--- src/rtl/cr_pkg.sv ---
package cr_pkg;
   typedef enum logic {
      TGT_REF = 1'b0,
      TGT_BUS = 1'b1
   } cr_tgt_e;

   function automatic logic rose(input logic prev, input logic cur);
      return ~prev & cur;
   endfunction
endpackage

--- src/rtl/cr_capture.sv ---
module cr_capture #(
   parameter int W = 21
) (
   input  logic         clk,
   input  logic         rst_n,
   input  logic         cfg_en,
   input  logic         ce_n,
   input  logic         we_n,
   input  logic         adv_n,
   input  logic [W-1:0] addr,
   output logic         cap,
   output logic [W-1:0] cap_data
);
   import cr_pkg::*;

   logic         ce_q, we_q, adv_q;
   logic         live, live_q, done_q;
   logic [W-1:0] addr_q;
   logic         any_rise;

   // a configuration write is in flight while both strobes are low with enable high
   assign live     = cfg_en & ~ce_n & ~we_n;
   assign any_rise = rose(adv_q, adv_n) | rose(ce_q, ce_n) | rose(we_q, we_n);
   assign cap      = live_q & ~done_q & any_rise;
   assign cap_data = addr_q;

   always_ff @(posedge clk or negedge rst_n) begin
      if (!rst_n) begin
         ce_q   <= 1'b1;
         we_q   <= 1'b1;
         adv_q  <= 1'b1;
         live_q <= 1'b0;
         done_q <= 1'b0;
         addr_q <= '0;
      end else begin
         ce_q   <= ce_n;
         we_q   <= we_n;
         adv_q  <= adv_n;
         live_q <= live;
         addr_q <= addr;
         if (cap)
            done_q <= 1'b1;
         else if (!live)
            done_q <= 1'b0;
      end
   end
endmodule

--- src/rtl/cr_regfile.sv ---
module cr_regfile #(
   parameter int            W       = 21,
   parameter int            SEL_BIT = 19,
   parameter int            PD_BIT  = 4,
   parameter logic [W-1:0]  BUS_RST = 21'h09D4F,
   parameter logic [W-1:0]  REF_RST = 21'h00010,
   parameter bit            SW_EN   = 1'b1
) (
   input  logic         clk,
   input  logic         rst_n,
   input  logic         busy,
   input  logic         pin_cap,
   input  logic [W-1:0] pin_data,
   input  logic         sw_wr,
   input  logic         sw_sel_bus,
   input  logic [W-1:0] sw_data,
   output logic [W-1:0] bus_cfg,
   output logic [W-1:0] ref_cfg,
   output logic         err
);
   import cr_pkg::*;

   localparam logic [W-1:0] PD_MASK = W'(1) << PD_BIT;

   logic         sw_req, wr_req, accept;
   cr_tgt_e      tgt;
   logic [W-1:0] wdata;

   generate
      if (SW_EN) begin : g_sw
         assign sw_req = sw_wr;
      end else begin : g_nosw
         assign sw_req = 1'b0;
      end
   endgenerate

   // pin path has priority over the on-chip path
   assign wr_req = pin_cap | sw_req;
   assign tgt    = pin_cap ? cr_tgt_e'(pin_data[SEL_BIT]) : cr_tgt_e'(sw_sel_bus);
   assign wdata  = pin_cap ? pin_data : sw_data;
   assign accept = wr_req & ~busy;

   generate
      for (genvar r = 0; r < 2; r++) begin : g_reg
         localparam logic [W-1:0] RV   = (r == 1) ? BUS_RST : REF_RST;
         localparam logic [W-1:0] KEEP = (r == 1) ? '0 : PD_MASK;
         localparam cr_tgt_e      ME   = (r == 1) ? TGT_BUS : TGT_REF;
         logic [W-1:0] q;
         logic         hit;
         assign hit = accept & (tgt == ME);
         always_ff @(posedge clk or negedge rst_n) begin
            if (!rst_n)
               q <= RV;
            else if (hit)
               q <= pin_cap ? wdata : ((wdata & ~KEEP) | (q & KEEP));
         end
      end
   endgenerate

   assign bus_cfg = g_reg[1].q;
   assign ref_cfg = g_reg[0].q;

   always_ff @(posedge clk or negedge rst_n) begin
      if (!rst_n)
         err <= 1'b0;
      else if (wr_req & busy)
         err <= 1'b1;
   end
endmodule

--- src/rtl/cr_load_port.sv ---
module cr_load_port #(
   parameter int                 ADDR_W  = 21,
   parameter int                 SEL_BIT = 19,
   parameter int                 PD_BIT  = 4,
   parameter logic [ADDR_W-1:0]  BUS_RST = 21'h09D4F,
   parameter logic [ADDR_W-1:0]  REF_RST = 21'h00010,
   parameter bit                 SW_EN   = 1'b1
) (
   input  logic              clk,
   input  logic              rst_n,
   input  logic              cfg_en,
   input  logic              ce_n,
   input  logic              we_n,
   input  logic              oe_n,
   input  logic              adv_n,
   input  logic              lb_n,
   input  logic              ub_n,
   input  logic [ADDR_W-1:0] addr,
   input  logic              dev_busy,
   input  logic              sw_wr,
   input  logic              sw_sel_bus,
   input  logic [ADDR_W-1:0] sw_data,
   output logic [ADDR_W-1:0] bus_cfg,
   output logic [ADDR_W-1:0] ref_cfg,
   output logic              cfg_err,
   output logic              arr_sel,
   output logic              arr_oe,
   output logic [1:0]        arr_byte_en
);
   generate
      if (SEL_BIT >= ADDR_W) begin : g_bad_sel
         $error("SEL_BIT outside address bus");
      end
      if (PD_BIT >= ADDR_W) begin : g_bad_pd
         $error("PD_BIT outside register");
      end
   endgenerate

   logic              pin_cap;
   logic [ADDR_W-1:0] pin_data;

   cr_capture #(.W(ADDR_W)) u_cap (
      .clk      (clk),
      .rst_n    (rst_n),
      .cfg_en   (cfg_en),
      .ce_n     (ce_n),
      .we_n     (we_n),
      .adv_n    (adv_n),
      .addr     (addr),
      .cap      (pin_cap),
      .cap_data (pin_data)
   );

   cr_regfile #(
      .W(ADDR_W), .SEL_BIT(SEL_BIT), .PD_BIT(PD_BIT),
      .BUS_RST(BUS_RST), .REF_RST(REF_RST), .SW_EN(SW_EN)
   ) u_regs (
      .clk        (clk),
      .rst_n      (rst_n),
      .busy       (dev_busy),
      .pin_cap    (pin_cap),
      .pin_data   (pin_data),
      .sw_wr      (sw_wr),
      .sw_sel_bus (sw_sel_bus),
      .sw_data    (sw_data),
      .bus_cfg    (bus_cfg),
      .ref_cfg    (ref_cfg),
      .err        (cfg_err)
   );

   // array side qualifiers: configuration cycles never reach the array
   assign arr_sel     = ~cfg_en & ~ce_n;
   assign arr_oe      = arr_sel & ~oe_n & we_n;
   assign arr_byte_en = arr_sel ? ~{ub_n, lb_n} : 2'b00;
endmodule

--- config.mk ---
export PLATFORM = sky130hd
export DESIGN_NAME = cr_load_port
export DESIGN_NICKNAME = d
export VERILOG_FILES = /design/src/rtl/cr_pkg.sv /design/src/rtl/cr_capture.sv /design/src/rtl/cr_regfile.sv /design/src/rtl/cr_load_port.sv
export SDC_FILE = /design/constraint.sdc
export NUM_CORES = 1
export LEC_CHECK = 0
export BUFFER_PORTS_ARGS = -buffer_cell sky130_fd_sc_hd__buf_2
export CORE_MARGIN = 1.5
export CORE_UTILIZATION = 44
export CTS_CLUSTER_SIZE = 40
export DETAILED_ROUTE_END_ITERATION = 8
export PLACE_DENSITY = 0.72
export SLEW_MARGIN = 30
export SYNTH_ARGS = -nofsm -noshare
export SYNTH_HDL_FRONTEND = slang
export SYNTH_HIERARCHICAL = 1
export SYNTH_SLANG_ARGS = --single-unit
--- constraint.sdc ---
create_clock -name clk -period 2.15 [get_ports clk]
set_clock_uncertainty 0.2 [all_clocks]
set_input_delay 0.1075 -clock clk [delete_from_list [all_inputs] [get_ports clk]]
set_output_delay 0.1075 -clock clk [all_outputs]
set_load 0.01 [all_outputs]
## Word level (Yosys, flattened, before mapping)

Index checks and enable logic that the tools add are counted.

| storage, ports and cells | value |
|---|---|
| register bits after elaboration | 69 |
| output and inout port bits | 47 |
| word-level logic and storage cells | 45 |

| cells by class | value |
|---|---|
| eq/ne operators | 1 |
| multiplexer cells | 6 |
| bitwise logic cells | 29 |

Operators with widths:

| cell | count |
|---|---|
| $mux 21 | 2 |
| $or 21x5->21 | 1 |
| $and 1x1->1 | 14 |
| $not 1->1 | 10 |
| $mux 1 | 3 |
| $or 1x1->1 | 3 |
| $mux 2 | 1 |
| $ne 2x1->1 const B | 1 |
| $not 2->2 | 1 |

## Depth between registers and ports, before layout

| depth | value |
|---|---|
| depth in word-level cells | 8 |
| gate-level depth with buffers | 8 |
| gate-level depth less buffers | 6 |

## Cells and area by module

The synthesis kept the hierarchy.

Modules (own cells, without submodules):

| module | times used | cells an instance | area each (sq um) | seq. area each (sq um) |
|---|---|---|---|---|
| cr_regfile | 1 | 122 | 2030.7 | 1089.8 |
| cr_capture | 1 | 34 | 738.2 | 654.4 |
| cr_load_port | 1 | 4 | 28.8 | 0.0 |

## Worst setup path before layout

Ideal clock, no wire load.

| path | value |
|---|---|
| kind | reg2reg |
| from | register u_cap.ce_q |
| to | register u_regs.g_reg[1].q[13] (netlist: u_regs/bus_cfg[13]) |
| data arrival time | 1848 ps |
| required time | 1825 ps |
| setup slack | -23 ps |
| stages on the path, launching flop included | 9 |
| buffers on the path | 2 |
| period minus slack after synthesis | 2173 ps |
| path through | dfstp_2 > nor2b_4 > o31ai_4 > nor2_1 > buf_6 > nand3b_4 > a21oi_2 > buf_6 > mux2_2 |

| between the ends | value |
|---|---|
| cells in the longest elaborated chain, start to end | 8 |

RTL lines:

| element | line | source |
|---|---|---|
| from (decl) | cr_capture.sv:16 | `logic ce_q, we_q, adv_q;` |
| from (signal assigned) | cr_capture.sv:36 | `ce_q <= ce_n;` |
| $not 1->1 (*) | cr_pkg.sv:8 | `return ~prev & cur;` |
| $and 1x1->1 (*) | cr_pkg.sv:8 |  |
| $or 1x1->1 (*) (2 in series) | cr_capture.sv:23 | `assign any_rise = rose(adv_q, adv_n) \| rose(ce_q, ce_n) \| rose(we_q, we_n);` |
| $and 1x1->1 (*) | cr_capture.sv:24 | `assign cap = live_q & ~done_q & any_rise;` |
| via pin_cap | cr_load_port.sv:39 | `logic pin_cap;` |
| $or 1x1->1 | cr_regfile.sv:38 | `assign wr_req = pin_cap \| sw_req;` |
| $and 1x1->1 | cr_regfile.sv:41 | `assign accept = wr_req & ~busy;` |
| $and 1x1->1 | cr_regfile.sv:50 | `assign hit = accept & (tgt == ME);` |
| to (signal assigned) | cr_regfile.sv:55 | `q <= pin_cap ? wdata : ((wdata & ~KEEP) \| (q & KEEP));` |
| to (decl) | cr_regfile.sv:48 | `logic [W-1:0] q;` |

The timed path passes the listed nets; every way through them passes the cells marked *.
A chain may end at the register's enable or synchronous reset.

## Final worst setup path

| path | value |
|---|---|
| from | register u_cap.we_q |
| to | register u_regs.g_reg[1].q[18] (netlist: u_regs/bus_cfg[18]) |

| between the ends | value |
|---|---|
| cells in the longest elaborated chain, start to end | 7 |

RTL lines:

| element | line | source |
|---|---|---|
| from (decl) | cr_capture.sv:16 |  |
| from (signal assigned) | cr_capture.sv:37 | `we_q <= we_n;` |
| $not 1->1 (*) | cr_pkg.sv:8 |  |
| $and 1x1->1 (*) | cr_pkg.sv:8 |  |
| $or 1x1->1 (*) | cr_capture.sv:23 |  |
| $and 1x1->1 (*) | cr_capture.sv:24 |  |
| via pin_cap | cr_load_port.sv:39 |  |
| $or 1x1->1 | cr_regfile.sv:38 |  |
| $and 1x1->1 | cr_regfile.sv:41 |  |
| $and 1x1->1 | cr_regfile.sv:50 |  |

Marked as above.

==> impl_metrics.json <==
{
  "outcome": "finished with violations",
  "violations": "negative setup slack",
  "cts_tree": "yes",
  "startpoint": "u_cap/we_q",
  "clockBufferDepth": 2,
  "synth.top_cell.area_share": 0.4919,
  "dp_worst_setup_slack_ns": -0.2768,
  "ys.flop_type": "dfrtp_1",
  "yosys_warnings": 6,
  "drtIter0Drc": 70,
  "die_area_um2": 6846,
  "synthDistinctLibCells": 23,
  "cts_max_level": 3,
  "place_congestion": 0.6818,
  "antenna_found_initial": 0,
  "period_minus_slack_ns": 2.244,
  "die_x_um": 82.74,
  "grt_usage": 0.2169,
  "arrival_ns": 2.27,
  "cts_made_buffers": 9,
  "via_count": 1970,
  "required_ns": 2.18,
  "place.port_buffers": 100,
  "slew_viol_final": 0,
  "drcViolationCount": 0,
  "grt_setup_unrepaired": "true",
  "postSynthAreaPerCell_um2": 17.49,
  "syn_inst": 160,
  "cts_root_buf": "clkbuf_8",
  "cts_sinks": 69,
  "nFillCells": 408,
  "power.density_nw_per_um2": 831.5,
  "grt_max_degree": 70,
  "postSynth.asyncResetShare": 1.000,
  "fp.dieH_um": 82.74,
  "r2r_start": "u_cap/we_q",
  "clkTransAtPathRegs_ns": 0.07,
  "fin_cells": 410,
  "setup_ws_ns": -0.09393,
  "via_per_inst": 4.805,
  "max_freq_ghz": 0.4456,
  "wirelength_mm": 6.868,
  "post-route-period-util": 1.044,
  "area_growth_pct": 52.91,
  "grt_pass1_wl_mm": 10.53,
  "startpoint_type": "register",
  "synth_area_um2": 2798,
  "antenna_cells": 0,
  "critPathCaptureType": "register",
  "path_class": "reg2reg",
  "nets": 384,
  "yosysSeqAreaShare": 0.6234,
  "initial_utilization": 0.4643,
  "path_max_fanout": 14,
  "route.antenna.remaining_nets": 0,
  "grt_pass1_vias": 2185,
  "drv.max_cap_violation_count": 0,
  "clk_latency_ns": 0.34,
  "drive_gt1_frac": 0.6030,
  "worst_pin_slew_ns": 0.5089,
  "synth_nets": 214,
  "gr-total-overflow": 0,
  "yosysMostFrequentCell": "dfrtp_1",
  "hold_violations": 0,
  "hold_class": "in2reg",
  "routedWlPerCell_um": 16.75,
  "worstHoldStart": "sw_data[19]",
  "synth_area_leaders": "dfrtp_1, dfstp_2, mux2_4",
  "rows": 28,
  "r2r_slack_ns": -0.09,
  "synth_edf_count": 0,
  "finalSetupTns_ns": -2.227,
  "vdd_drop_max_v": 0.0007262,
  "dp_hpwl_mm": 3.846,
  "setup_violations": 38,
  "placed_cells": 338,
  "maxSlewHeadroom": 0.6603,
  "core_area_um2": 6026,
  "holdWs_ns": 0.07923,
  "synth_common_cells": "dfrtp_1, mux2_1, mux2_4",
  "synth-seq-cells": 69,
  "p_leak_nw": 2.088,
  "yosysTopAreaCell": "dfrtp_1",
  "firstDrtPassIters": 4,
  "io-pin-count": 101
}
[sequential cells by signal, indices dropped and copies added (netlist names)]
signal,flops
u_regs/err,1
u_cap/done_q,1
u_cap/cap_data,21
u_regs/bus_cfg,21
u_cap/ce_q,1
u_regs/ref_cfg,21
u_cap/adv_q,1
u_cap/we_q,1
u_cap/live_q,1
[repair_timing]
| action | CTS | global route |
|---|---|---|
| resized for setup | 16 | 12 |
| gates cloned | 2 | 1 |
| hold buffers | 48 | 0 |
| hold endpoints to repair | 135 | 0 |
| pin swaps | 4 | 2 |
| setup buffers | 4 | 1 |
| endpoints found under the setup margin | 41 | 41 |
[stage by stage]
stage | util | instance area (um2) | power (W)
floorplan | - | 2805 | 0.002054
global placement | 0.5700 | 3435 | 0.002377
detailed placement | 0.5700 | 3435 | 0.002394
CTS | 0.7000 | 4218 | 0.003545
global route | 0.7099 | 4278 | 0.003748
finish | 0.7099 | 4278 | 0.003557
[final timing paths]
kind	to	cells after the start
min	u_regs/ref_cfg[19]	4
min reg2reg	u_regs/err	1
max	u_regs/bus_cfg[18]	8
max in group asynchronous	u_regs/bus_cfg[2]	3
min in group asynchronous	u_cap/cap_data[16]	3
max reg2reg	u_regs/bus_cfg[18]	8
[worst max-delay path, cell delays in order (launching register included)]
cell and delay, ns:
dfstp_2 0.54, nor2b_4 0.04, o31ai_4 0.29, nor2_4 0.06, buf_6 0.13, nand3b_4 0.15
a21oi_4 0.19, buf_12 0.19, mux2_2 0.34
[cells in the final DEF, fill, tap and decap left out, drive strengths merged, types with 2 or more instances in the layout]
| cell type | n |
|---|---|
| nor3b | 2 |
| nand2 | 2 |
| nor2b | 3 |
| nor3 | 2 |
| nor2 | 6 |
| dlygate4sd3 | 48 |
| clkbuf | 12 |
| nor4b | 2 |
| o21ai | 3 |
| mux2 | 62 |
| clkinv | 3 |
| buf | 115 |
| dfstp | 14 |
| dfrtp | 55 |
[layer usage]
metal  global-route usage  routed length (um)
met4              0.04667                  64
met1               0.2500                2790
met2               0.3740                3517
met3              0.09451                 496
met5                    0                   0
[area by class of cell]
type / instances / area (um2) / area share
inverter: 1 / 3.754 / 0.0008775
multi-input combinational: 86 / 1112 / 0.2600
clock inverter: 4 / 48.80 / 0.01141
tap: 75 / 93.84 / 0.02194
clock buffer: 12 / 145.1 / 0.03393
timing repair buffer: 163 / 1130 / 0.2641
sequential: 69 / 1744 / 0.4077
[cells by family (layout without fill, tap and decap cells)]
kind of cell,count (synthesis),after routing,synth area share
buffers and inverters,8,180,0.02728
AOI/OAI and AO/OA,5,5,0.01744
muxes,62,62,0.2764
and+or+nand+nor,16,19,0.05546
DFF,69,69,0.6234
[power breakdown]
| part | switching, W | total (W) | internal, W |
|---|---|---|---|
| combinational | 0.000352 | 0.000862 | 0.000510 |
| clock | 0.000461 | 0.00103 | 0.000566 |
| sequential | 0.000120 | 0.00167 | 0.00155 |
| total | 0.000933 | 0.00356 | 0.00262 |
No activity file was read; power rests on OpenSTA's default activity.
